## src/rtl/i2cXferSeqPkg.sv

```systemverilog
package i2cXferSeqPkg;
  typedef enum logic [1:0] {
    OP_START = 2'd0,
    OP_WRITE = 2'd1,
    OP_READ  = 2'd2,
    OP_STOP  = 2'd3
  } busOp_e;

  typedef struct packed {
    logic flush;
    logic popTx;
    logic pushRx;
    logic loadCount;
    logic decCount;
  } dpStrobe_t;
endpackage

```

## src/rtl/i2cXferSeqData.sv

```systemverilog
module i2cXferSeqData
  import i2cXferSeqPkg::*;
#(
  parameter int DATA_W  = 8,
  parameter int COUNT_W = 16,
  parameter int DEPTH   = 4,
  localparam int PTR_W  = (DEPTH > 1) ? $clog2(DEPTH) : 1,
  localparam int LVL_W  = $clog2(DEPTH + 1)
) (
  input  logic               clk,
  input  logic               rstN,
  input  dpStrobe_t          strobe,
  input  logic               txMode,
  input  logic               hostPush,
  input  logic [DATA_W-1:0]  hostPushData,
  input  logic               hostPop,
  input  logic [DATA_W-1:0]  rxByte,
  input  logic               countWrite,
  input  logic [COUNT_W-1:0] countValue,
  output logic [LVL_W-1:0]   level,
  output logic [DATA_W-1:0]  headByte,
  output logic [COUNT_W-1:0] remain
);
  logic [DEPTH-1:0][DATA_W-1:0] slotBus;
  logic [PTR_W-1:0] rdPtr, wrPtr;
  logic [COUNT_W-1:0] countReg;

  wire full   = level == LVL_W'(DEPTH);
  wire empty  = level == '0;
  wire doPush = !full && (txMode ? hostPush : strobe.pushRx);
  wire doPop  = !empty && (txMode ? strobe.popTx : hostPop);
  wire [DATA_W-1:0] pushVal = txMode ? hostPushData : rxByte;

  function automatic logic [PTR_W-1:0] nextPtr(input logic [PTR_W-1:0] p);
    return (p == PTR_W'(DEPTH - 1)) ? '0 : p + 1'b1;
  endfunction

  for (genvar i = 0; i < DEPTH; i++) begin : gSlot
    logic [DATA_W-1:0] slot;
    always_ff @(posedge clk or negedge rstN) begin
      if (!rstN) slot <= '0;
      else if (doPush && !strobe.flush && wrPtr == PTR_W'(i)) slot <= pushVal;
    end
    assign slotBus[i] = slot;
  end

  assign headByte = slotBus[rdPtr];

  always_ff @(posedge clk or negedge rstN) begin
    if (!rstN) begin
      rdPtr <= '0;
      wrPtr <= '0;
      level <= '0;
    end else if (strobe.flush) begin
      rdPtr <= '0;
      wrPtr <= '0;
      level <= '0;
    end else begin
      if (doPush) wrPtr <= nextPtr(wrPtr);
      if (doPop)  rdPtr <= nextPtr(rdPtr);
      if (doPush && !doPop)      level <= level + 1'b1;
      else if (doPop && !doPush) level <= level - 1'b1;
    end
  end

  always_ff @(posedge clk or negedge rstN) begin
    if (!rstN) begin
      countReg <= '0;
      remain   <= '0;
    end else begin
      if (countWrite) countReg <= countValue;
      if (strobe.loadCount) remain <= countReg;
      else if (strobe.decCount && remain != '0) remain <= remain - 1'b1;
    end
  end
endmodule

```

## src/rtl/i2cXferSeqCtrl.sv

```systemverilog
module i2cXferSeqCtrl
  import i2cXferSeqPkg::*;
#(
  parameter int DATA_W  = 8,
  parameter int ADDR_W  = 7,
  parameter int COUNT_W = 16,
  parameter int DEPTH   = 4,
  localparam int LVL_W  = $clog2(DEPTH + 1)
) (
  input  logic               clk,
  input  logic               rstN,
  input  logic               enable,
  input  logic               startReq,
  input  logic               stopReq,
  input  logic               dirTx,
  input  logic               repeatMode,
  input  logic [ADDR_W-1:0]  slaveAddr,
  input  logic [LVL_W-1:0]   level,
  input  logic [DATA_W-1:0]  headByte,
  input  logic [COUNT_W-1:0] remain,
  input  logic               cmdReady,
  input  logic               respValid,
  input  logic               respAck,
  output dpStrobe_t          strobe,
  output logic               txMode,
  output logic               cmdValid,
  output logic [1:0]         cmdOp,
  output logic [DATA_W-1:0]  cmdData,
  output logic               txReady,
  output logic               rxReady,
  output logic               accessDone,
  output logic               nackEvent,
  output logic               busBusy
);
  typedef enum logic [2:0] {S_IDLE, S_CMD, S_WAIT, S_RUN, S_HOLD} state_e;

  state_e state, nState;
  busOp_e op, nOp;
  logic [DATA_W-1:0] opData, nData;
  logic txLat, nTx, repLat, nRep, stopPend, nStop, nAcc, nNack;

  wire roomLeft = level < LVL_W'(DEPTH);
  wire hasByte  = level != '0;

  always_comb begin
    nState = state;
    nOp    = op;
    nData  = opData;
    nTx    = txLat;
    nRep   = repLat;
    nStop  = stopPend | stopReq;
    nAcc   = 1'b0;
    nNack  = 1'b0;
    strobe = '0;
    case (state)
      S_IDLE, S_HOLD: begin
        if (startReq && enable) begin
          nTx = dirTx;
          nRep = repeatMode;
          strobe.flush = 1'b1;
          strobe.loadCount = 1'b1;
          nState = S_CMD;
          nOp = OP_START;
          nData = DATA_W'({slaveAddr, ~dirTx});
        end else if (state == S_HOLD && nStop) begin
          nStop = 1'b0;
          strobe.flush = txLat;
          nState = S_CMD;
          nOp = OP_STOP;
          nData = '0;
        end
      end
      S_CMD: begin
        if (cmdReady) begin
          nState = S_WAIT;
          strobe.popTx = (op == OP_WRITE);
        end
      end
      S_WAIT: begin
        if (respValid) begin
          nState = S_RUN;
          case (op)
            OP_READ:  begin strobe.pushRx = 1'b1; strobe.decCount = !repLat; end
            OP_WRITE: strobe.decCount = !repLat;
            OP_STOP:  begin nState = S_IDLE; strobe.loadCount = 1'b1; strobe.flush = txLat; end
            default:  ;
          endcase
          if ((op == OP_START || op == OP_WRITE) && !respAck) begin
            nNack = 1'b1;
            nStop = 1'b0;
            strobe.flush = txLat;
            nState = S_CMD;
            nOp = OP_STOP;
            nData = '0;
          end
        end
      end
      S_RUN: begin
        if ((repLat || remain == '0) && nStop) begin
          nStop = 1'b0;
          strobe.flush = txLat;
          nState = S_CMD;
          nOp = OP_STOP;
          nData = '0;
        end else if (!repLat && remain == '0) begin
          nAcc = 1'b1;
          nState = S_HOLD;
        end else if (txLat && hasByte) begin
          nState = S_CMD;
          nOp = OP_WRITE;
          nData = headByte;
        end else if (!txLat && roomLeft) begin
          nState = S_CMD;
          nOp = OP_READ;
          nData = '0;
        end
      end
      default: nState = S_IDLE;
    endcase
  end

  always_ff @(posedge clk or negedge rstN) begin
    if (!rstN) begin
      state <= S_IDLE;
      op <= OP_START;
      opData <= '0;
      txLat <= 1'b0;
      repLat <= 1'b0;
      stopPend <= 1'b0;
      accessDone <= 1'b0;
      nackEvent <= 1'b0;
    end else begin
      state <= nState;
      op <= nOp;
      opData <= nData;
      txLat <= nTx;
      repLat <= nRep;
      stopPend <= nStop;
      accessDone <= nAcc;
      nackEvent <= nNack;
    end
  end

  assign txMode   = txLat;
  assign cmdValid = state == S_CMD;
  assign cmdOp    = op;
  assign cmdData  = opData;
  assign busBusy  = state != S_IDLE;
  assign txReady  = txLat && (state == S_RUN || state == S_CMD || state == S_WAIT)
                    && op != OP_STOP && roomLeft && (repLat || remain != '0);
  assign rxReady  = !txLat && hasByte;
endmodule

```

## src/rtl/i2cXferSeq.sv

```systemverilog
module i2cXferSeq
  import i2cXferSeqPkg::*;
#(
  parameter int DATA_W  = 8,
  parameter int ADDR_W  = 7,
  parameter int COUNT_W = 16,
  parameter int DEPTH   = 4,
  localparam int LVL_W  = $clog2(DEPTH + 1)
) (
  input  logic               clk,
  input  logic               rstN,
  input  logic               enable,
  input  logic               startReq,
  input  logic               stopReq,
  input  logic               dirTx,
  input  logic               repeatMode,
  input  logic [ADDR_W-1:0]  slaveAddr,
  input  logic               countWrite,
  input  logic [COUNT_W-1:0] countValue,
  output logic [COUNT_W-1:0] remainCount,
  input  logic               pushStrobe,
  input  logic [DATA_W-1:0]  pushData,
  input  logic               popStrobe,
  output logic [DATA_W-1:0]  popData,
  output logic               txReady,
  output logic               rxReady,
  output logic               accessDone,
  output logic               nackEvent,
  output logic               busBusy,
  output logic               cmdValid,
  input  logic               cmdReady,
  output logic [1:0]         cmdOp,
  output logic [DATA_W-1:0]  cmdData,
  input  logic               respValid,
  input  logic               respAck,
  input  logic [DATA_W-1:0]  respData
);
  dpStrobe_t strobe;
  logic txMode;
  logic [LVL_W-1:0] level;

  i2cXferSeqCtrl #(.DATA_W(DATA_W), .ADDR_W(ADDR_W), .COUNT_W(COUNT_W), .DEPTH(DEPTH)) uCtrl (
    .clk(clk), .rstN(rstN), .enable(enable), .startReq(startReq), .stopReq(stopReq),
    .dirTx(dirTx), .repeatMode(repeatMode), .slaveAddr(slaveAddr), .level(level),
    .headByte(popData), .remain(remainCount), .cmdReady(cmdReady), .respValid(respValid),
    .respAck(respAck), .strobe(strobe), .txMode(txMode), .cmdValid(cmdValid),
    .cmdOp(cmdOp), .cmdData(cmdData), .txReady(txReady), .rxReady(rxReady),
    .accessDone(accessDone), .nackEvent(nackEvent), .busBusy(busBusy)
  );

  i2cXferSeqData #(.DATA_W(DATA_W), .COUNT_W(COUNT_W), .DEPTH(DEPTH)) uData (
    .clk(clk), .rstN(rstN), .strobe(strobe), .txMode(txMode), .hostPush(pushStrobe),
    .hostPushData(pushData), .hostPop(popStrobe), .rxByte(respData),
    .countWrite(countWrite), .countValue(countValue), .level(level),
    .headByte(popData), .remain(remainCount)
  );
endmodule

```

## config.mk

```make
export PLATFORM = sky130hd
export DESIGN_NAME = i2cXferSeq
export DESIGN_NICKNAME = d
export VERILOG_FILES = /design/src/rtl/i2cXferSeqPkg.sv /design/src/rtl/i2cXferSeqData.sv /design/src/rtl/i2cXferSeqCtrl.sv /design/src/rtl/i2cXferSeq.sv
export SDC_FILE = /design/constraint.sdc
export NUM_CORES = 1
export LEC_CHECK = 0
export BUFFER_PORTS_ARGS = -buffer_cell sky130_fd_sc_hd__buf_2
export CAP_MARGIN = 25
export CORE_UTILIZATION = 61
export DETAILED_ROUTE_END_ITERATION = 8
export HOLD_SLACK_MARGIN = 0.1
export PLACE_DENSITY_LB_ADDON = 0.08
export SLEW_MARGIN = 20
export SYNTH_ARGS = -nofsm -noshare
export SYNTH_HDL_FRONTEND = slang
export SYNTH_SLANG_ARGS = --single-unit
```

## constraint.sdc

```tcl
create_clock -name clk -period 4.8 [get_ports clk]
set_input_delay 0.48 -clock clk [delete_from_list [all_inputs] [get_ports clk]]
set_output_delay 0.48 -clock clk [all_outputs]
set_load 0.01 [all_outputs]
```

==> results.txt, run 1 <==
Status = completed
Area Overhead vs Synth = 14.2%
Synthesized cell area = 5140 sq um
Hold_sp = repeatMode
Die width = 93.8 um
CP Cell Sequence = nor4_1, and2_1, a2111o_1, and4_1, mux2i_1
Largest net degree at the start of global routing = 62
Setup crit end kind = register
Unrepaired setup endpoints after global routing = no
Critical path type = register to register
CP delay by family, top = simple AND/OR/NAND/NOR gates
WHS Endpoint = uCtrl.repLat
Layout cells sized above 1 = 0.374
GRT Overall Usage = 0.298
Maximum clock frequency = 326 MHz
XOR/XNOR Fraction of Synth Area = 0.0153
First-pass iteration count of the detailed router = 5
Flop-to-flop setup slack = 1.73 ns
Post-synth ARST share = 1.00
Clock Latency Late Sink = 0.36 ns
Post-synth EDFFs = 0
Critical Path Slowest Stage Cell = and2_1
Crit path buffers/inverters = 0
Hold Path Stages = 2
Ys Warns = 0
RR Startpoint = uData.remain[6]
Max Slew Vio Count = 0
Final WL = 12.5 mm
Sequential fraction of the synthesis area = 0.433
GRT overflow = 0
CTS tree = yes
Initial antenna violation count = 0
Core Box Area = 8180 sq um
Max rail drop VDD = 327 uV
Post-route ant nets = 0
Crit start category = register
Design area = 5870 sq um
GPL Wtd Cong = 0.900
Max FO, Critical Path = 16
Final setup vio count = 0
Worst EP arrival = 3.35 ns
Final cycle utilization of the critical path = 0.639
Post-Syn Nets = 522
Post-synthesis mux area share = 0.170
Diode insertion count for antenna repair = 0
DRC Markers = 0
Cells on worst reg2reg path = 5
Least-Margin Pin Slew = 1.03 ns
Minimum clock period = 3.07 ns
CP required = 5.09 ns
Post-synthesis adder-cell area fraction = 0.0331
Finished Layout Cells = 650
CP peak stage delay = 0.74 ns
Leakage = 2.51 nW
Post-synthesis compound-gate area fraction = 0.173
Dpl cells = 631
Inserted Clock Buffers = 9
Layout Nets = 605
Vias in the first global route = 3,930
Levels on crit path = 5
Final hold vios = 0
Post-DP Area = 5610 sq um
# clock sinks = 89
Combinational family with the most area after synthesis = compound AO/OA/AOI/OAI gates
Fillers = 619
Area share of the largest cell type after synthesis = 0.433
Post-cts resize count = 0
Synth Instances = 457
Die H = 93.8 um
Vias per cell = 6.30
Syn Area/Cell = 11.3 sq um
Post-DP HPWL = 8.91 mm
H-Tree Depth = 3
Dominant cell type by area after synthesis = dfrtp_1
Starting Density = 0.629
Worst Hold Class = input pin to register
Synthesis-stage register bit count = 89
# rows = 33
Vias = 4,094
Slew margin rel. = 0.307
First-pass GRT wire length = 20.0 mm
Pwr Density = 619 nW/um^2
Area contributors post-synth = dfrtp_1 43%, mux2_2 13%, mux4_2 3.5%
CTS Root Cell = clkbuf_8
Setup TNS = 0 ns
Die area = 8800 sq um
Main flop type after synthesis = dfrtp_1
Post-Synth Simple-Gate Area = 0.131
I/O pin count = 92
Clk slew on worst S/H paths = 0.09 ns
Netlist cell types = 72
Drt wl/cell = 19.2 um
Number of port buffers = 91
Drt first-iter violations = 249
Max cap viols = 0
Reg-to-reg endpoint = uCtrl.cmdOp[0]
Clock Path Buffers = 2
Clock skew = 0.0155 ns
## repair_timing
| action | 4_1_cts | 5_1_grt |
|---|---|---|
| hold endpoints to repair | 28 | 0 |
| setup buffers | 0 | 0 |
| hold buffers | 1 | 0 |
## per-stage QoR
stage	hold slack, ns	utilization	setup WS (ns)	power, mW
global route	0.349	0.718	1.47	3.87
CTS	0.344	0.716	1.62	3.62
global placement	0.415	0.686	1.83	2.93
floorplan	0.184	-	2.43	2.49
finish	0.355	0.718	1.73	3.64
detailed placement	0.420	0.686	1.65	3.01
## area by class of cell
cell class	instances	area, sq um	area share
repair buffers	97	503	0.0857
flip-flops and latches	89	2230	0.379
multi-input cells	319	2680	0.457
well taps	105	131	0.0224
clock inverters	5	85.1	0.0145
clock buffers	11	151	0.0258
inverters	24	90.1	0.0153
## kinds of logic (layout without fill, tap and decap cells)
| group | after synthesis | count (layout) |
|---|---|---|
| mux | 70 | 70 |
| fa+ha+maj | 13 | 13 |
| buf+inv | 49 | 137 |
| flops | 89 | 89 |
| compound gates | 108 | 108 |
| xor+xnor | 9 | 9 |
| simple gates | 119 | 119 |
## state kept, by name, indices dropped and copies added, names as in the netlist, 2 cells and up
name,cells
uData.remain,16
uData.rdPtr,2
uData.countReg,16
uData.wrPtr,2
uCtrl.cmdData,8
uCtrl.state,3
uCtrl.cmdOp,2
uData.gSlot.slot,32
uData.level,3
## synth_stat cells, drive strengths merged (2+ instances only)
master   count
a2111oi      9
a211oi       7
a21o         7
a21oi       15
a22o         2
a22oi        3
a31oi       12
a41oi        9
and2         6
and3         2
and4         3
buf         13
clkbuf      10
dfrtp       89
ha          12
inv         24
mux2        58
mux2i        4
mux4         8
nand2       35
nand3       12
nand4        5
nor2        18
nor3        10
nor3b        2
nor4         4
o211ai      17
o21ai       14
o32ai        2
or2          4
or3          8
or4          3
xnor2        9
## layer usage
layer,up-vias,GRT usage,wire length [um]
met5,-,0,0
met4,0,0.0782,137
met3,14,0.0453,522
met2,132,0.481,6190
met1,2073,0.423,5620
li1,1875,-,-
## power by group
| part | switching [mW] | internal, mW |
|---|---|---|
| Sequential | 0.355 | 1.04 |
| Combinational | 0.870 | 0.760 |
| Clock | 0.280 | 0.326 |
| Total | 1.51 | 2.13 |
## worst max path at each step
stage / slack, ns / start / end
after detailed placement: 1.65 / uData.remain[0] / uData.level[1]
after floorplan: 2.43 / uCtrl.cmdOp[1] / uData.gSlot[0].slot[0]
final: 1.73 / uData.remain[6] / uCtrl.cmdOp[0]
after CTS: 1.62 / uData.remain[0] / uData.level[1]
after global routing: 1.47 / uData.remain[7] / uCtrl.cmdData[3]
after global placement: 1.83 / uData.remain[0] / uData.level[1]
## cells in the final DEF, fill, tap and decap left out, types with 3 or more instances in the layout
cell type and n:
a21o_1 6, a2111oi_1 4, a22oi_1 3, clkbuf_8 11, or4_4 3, nand3_1 12
inv_1 24, o21ai_1 3, mux4_2 8, buf_2 91, nor2_1 18, o211ai_1 17
o21ai_0 11, a211oi_4 4, nand2_1 33, dfrtp_1 89, nor4_1 4, buf_4 5
or3_1 8, a21oi_1 15, ha_1 12, xnor2_1 9, and2_1 5, mux2i_1 4
nor3_1 9, a31oi_1 12, nand4_1 3, a41oi_1 9, and4_1 3, mux2_2 58
or2_2 4
No activity file was read; power rests on OpenSTA's default activity.
==> inputs of run 2 (changes only) <==
--- a/config.mk
+++ b/config.mk
@@ -5,9 +5,10 @@
 export SDC_FILE = /design/constraint.sdc
 export NUM_CORES = 1
 export LEC_CHECK = 0
+export ABC_AREA = 1
 export BUFFER_PORTS_ARGS = -buffer_cell sky130_fd_sc_hd__buf_2
 export CAP_MARGIN = 25
-export CORE_UTILIZATION = 61
+export CORE_UTILIZATION = 56
 export DETAILED_ROUTE_END_ITERATION = 8
 export HOLD_SLACK_MARGIN = 0.1
 export PLACE_DENSITY_LB_ADDON = 0.08
==> constraint.sdc (replaced) <==
create_clock -name clk -period 2.84 [get_ports clk]
set_input_delay 0.284 -clock clk [delete_from_list [all_inputs] [get_ports clk]]
set_output_delay 0.284 -clock clk [all_outputs]
set_load 0.01 [all_outputs]
==> run 2 against run 1 <==
Cell area is 1.7% lower. Sequential share of layout area grew 0.67 points. Count of clock-buffer cells in the layout shrank 2. Die area increased by 6.0%. Global-route usage fell by 1.7 points. Sequential power grew 50%. Non-clock buffer count is 5 higher. Critical path depth up 6.
==> results.txt, run 2 <==
Worst Hold Class = input pin to register
First-pass iteration count of the detailed router = 5
Inserted Clock Buffers = 9
CTS Root Cell = clkbuf_8
Die H = 96.6 um
GRT Overall Usage = 0.282
Post-Syn Nets = 728
Diode insertion count for antenna repair = 0
Die area = 9330 sq um
Clock Path Buffers = 2
Netlist cell types = 41
Most frequent cells in the layout = 244 x nand2_1, 90 x buf_2, 89 x dfrtp_1
Max cap viols = 0
Clock skew = 0.0157 ns
Drt wl/cell = 14.4 um
Largest net degree at the start of global routing = 44
Crit path from = uCtrl.cmdOp[1]
Leakage = 3.14 nW
Commonest non-fill, non-tap cell in the layout = nand2_1
Reg-to-reg endpoint = uData.gSlot[2].slot[3]
Layout cells sized above 1 = 0.183
Dominant cell type by area after synthesis = dfrtp_1
CP required = 3.08 ns
First-pass GRT wire length = 19.9 mm
I/O pin count = 92
Ys Warns = 0
Max FO, Critical Path = 15
GRT overflow = 0
Main flop type after synthesis = dfrtp_1
Worst EP arrival = 2.72 ns
Area Overhead vs Synth = 15.2%
Most flops, register = uData.gSlot.slot
Least-Margin Pin Slew = 0.655 ns
Minimum clock period = 2.48 ns
Post-synth ARST share = 1.00
Post-route ant nets = 0
Final hold vios = 0
# clock sinks = 89
Slew margin rel. = 0.564
Synthesized cell area = 5010 sq um
Vias per cell = 5.40
Critical path type = register to register
Flop-to-flop setup slack = 0.36 ns
Initial antenna violation count = 0
Vias = 4,659
Post-DP HPWL = 9.02 mm
CTS tree = yes
Critical path destination = uData.gSlot[2].slot[3]
Max Slew Vio Count = 0
Cells on worst reg2reg path = 11
DRC Markers = 0
Starting Density = 0.577
Core Box Area = 8680 sq um
Maximum clock frequency = 404 MHz
Area share of the largest cell type after synthesis = 0.445
Setup crit end kind = register
Max reg flops = 32
Pre-CTS WS = 0.405 ns
Post-synth EDFFs = 0
Status = completed
Largest registers = uData.gSlot.slot (32), uData.countReg (16), uData.remain (16)
Die width = 96.6 um
Final WL = 12.5 mm
Most common cell in the netlist = nand2_1
Pwr Total = 6.24 mW
Layout Nets = 816
Crit start category = register
Setup TNS = 0 ns
Sequential fraction of the synthesis area = 0.445
Max rail drop VDD = 491 uV
H-Tree Depth = 3
Number of port buffers = 91
Final setup vio count = 0
Final cycle utilization of the critical path = 0.872
Pwr Density = 1080 nW/um^2
Unrepaired setup endpoints after global routing = no
RR Startpoint = uCtrl.cmdOp[1]
Clk slew on worst S/H paths = 0.10 ns
GPL Wtd Cong = 0.870
Drt first-iter violations = 200
Synth Instances = 663
Vias in the first global route = 4,140
Area contributors post-synth = dfrtp_1 44%, nand2_1 18%, inv_1 5.2%
Synthesis-stage register bit count = 89
Syn Area/Cell = 7.56 sq um
Clock Latency Late Sink = 0.36 ns
# rows = 34
Most frequent cells after synthesis = 244 x nand2_1, 89 x dfrtp_1, 69 x inv_1
Final worst slack = 0.364 ns
-- run 2: logic make-up after synthesis --
kind of cell / synth area share
DFF: 0.445
adders and majority gates: 0.0340
and+or+nand+nor: 0.322
AOI/OAI and AO/OA: 0.0907
xor gates and xnor gates: 0.0175
muxes: 0.00899
buffers and inverters: 0.0822
-- run 2: metrics by stage --
step	utilization	cells	cell area (sq um)	hold WS [ns]
2_1_floorplan	-	663	5010	-0.0116
3_3_place_gp	0.639	847	5540	0.307
3_5_place_dp	0.639	847	5540	0.312
4_1_cts	0.665	863	5770	0.118
5_1_grt	0.665	863	5770	0.131
6_report	0.665	863	5770	0.123
-- run 2: cell type report --
cell class,count,area (sq um)
fill,815,2910
multi-input combinational,475,2370
sequential,89,2230
timing repair buffer,102,543
inverter,74,278
tap,108,135
clock buffer,9,124
clock inverter,6,91.3
-- run 2: timing repair --
item | 4_1_cts | 5_1_grt
setup buffers | 0 | 0
hold buffers | 1 | 0
gates resized for setup | 0 | 0
endpoints found under the hold margin | 41 | 0
-- run 2: critical path, cell delays in order (launching register included) --
cell and delay [ns]:
dfrtp_1 0.49, inv_1 0.10, ha_1 0.20, o21bai_1 0.23, o21ai_1 0.11, nor2_1 0.10
nand2_1 0.06, nand2_1 0.39, buf_4 0.29, nand3_2 0.19, nand2_1 0.12, nand2_1 0.06
-- run 2: per-layer routing --
metal / vias to the layer above / global-route usage / wire length [um]
li1: 2315 / - / -
met1: 2177 / 0.396 / 5740
met2: 150 / 0.462 / 5880
met3: 17 / 0.0305 / 665
met4: 0 / 0.0809 / 171
met5: - / 0 / 0
-- run 2: where the power goes --
group	leakage, nW	total [mW]	switching, mW	internal [mW]
sequential	1.12	2.10	0.379	1.72
combinational	1.91	3.17	2.08	1.09
clock	0.110	0.967	0.470	0.498
-- run 2: how the worst min path moves through the flow --
stage / end / cells after the start / slack, ns / from
2_1_floorplan: uCtrl.accessDone / 0 / -0.01 / rstN
3_3_place_gp: uCtrl.state[1] / 1 / 0.31 / rstN
3_5_place_dp: uCtrl.state[1] / 1 / 0.31 / rstN
4_1_cts: uData.countReg[14] / 3 / 0.12 / countValue[14]
5_1_grt: uData.countReg[15] / 3 / 0.13 / countValue[15]
6_report: uData.countReg[14] / 3 / 0.12 / countValue[14]
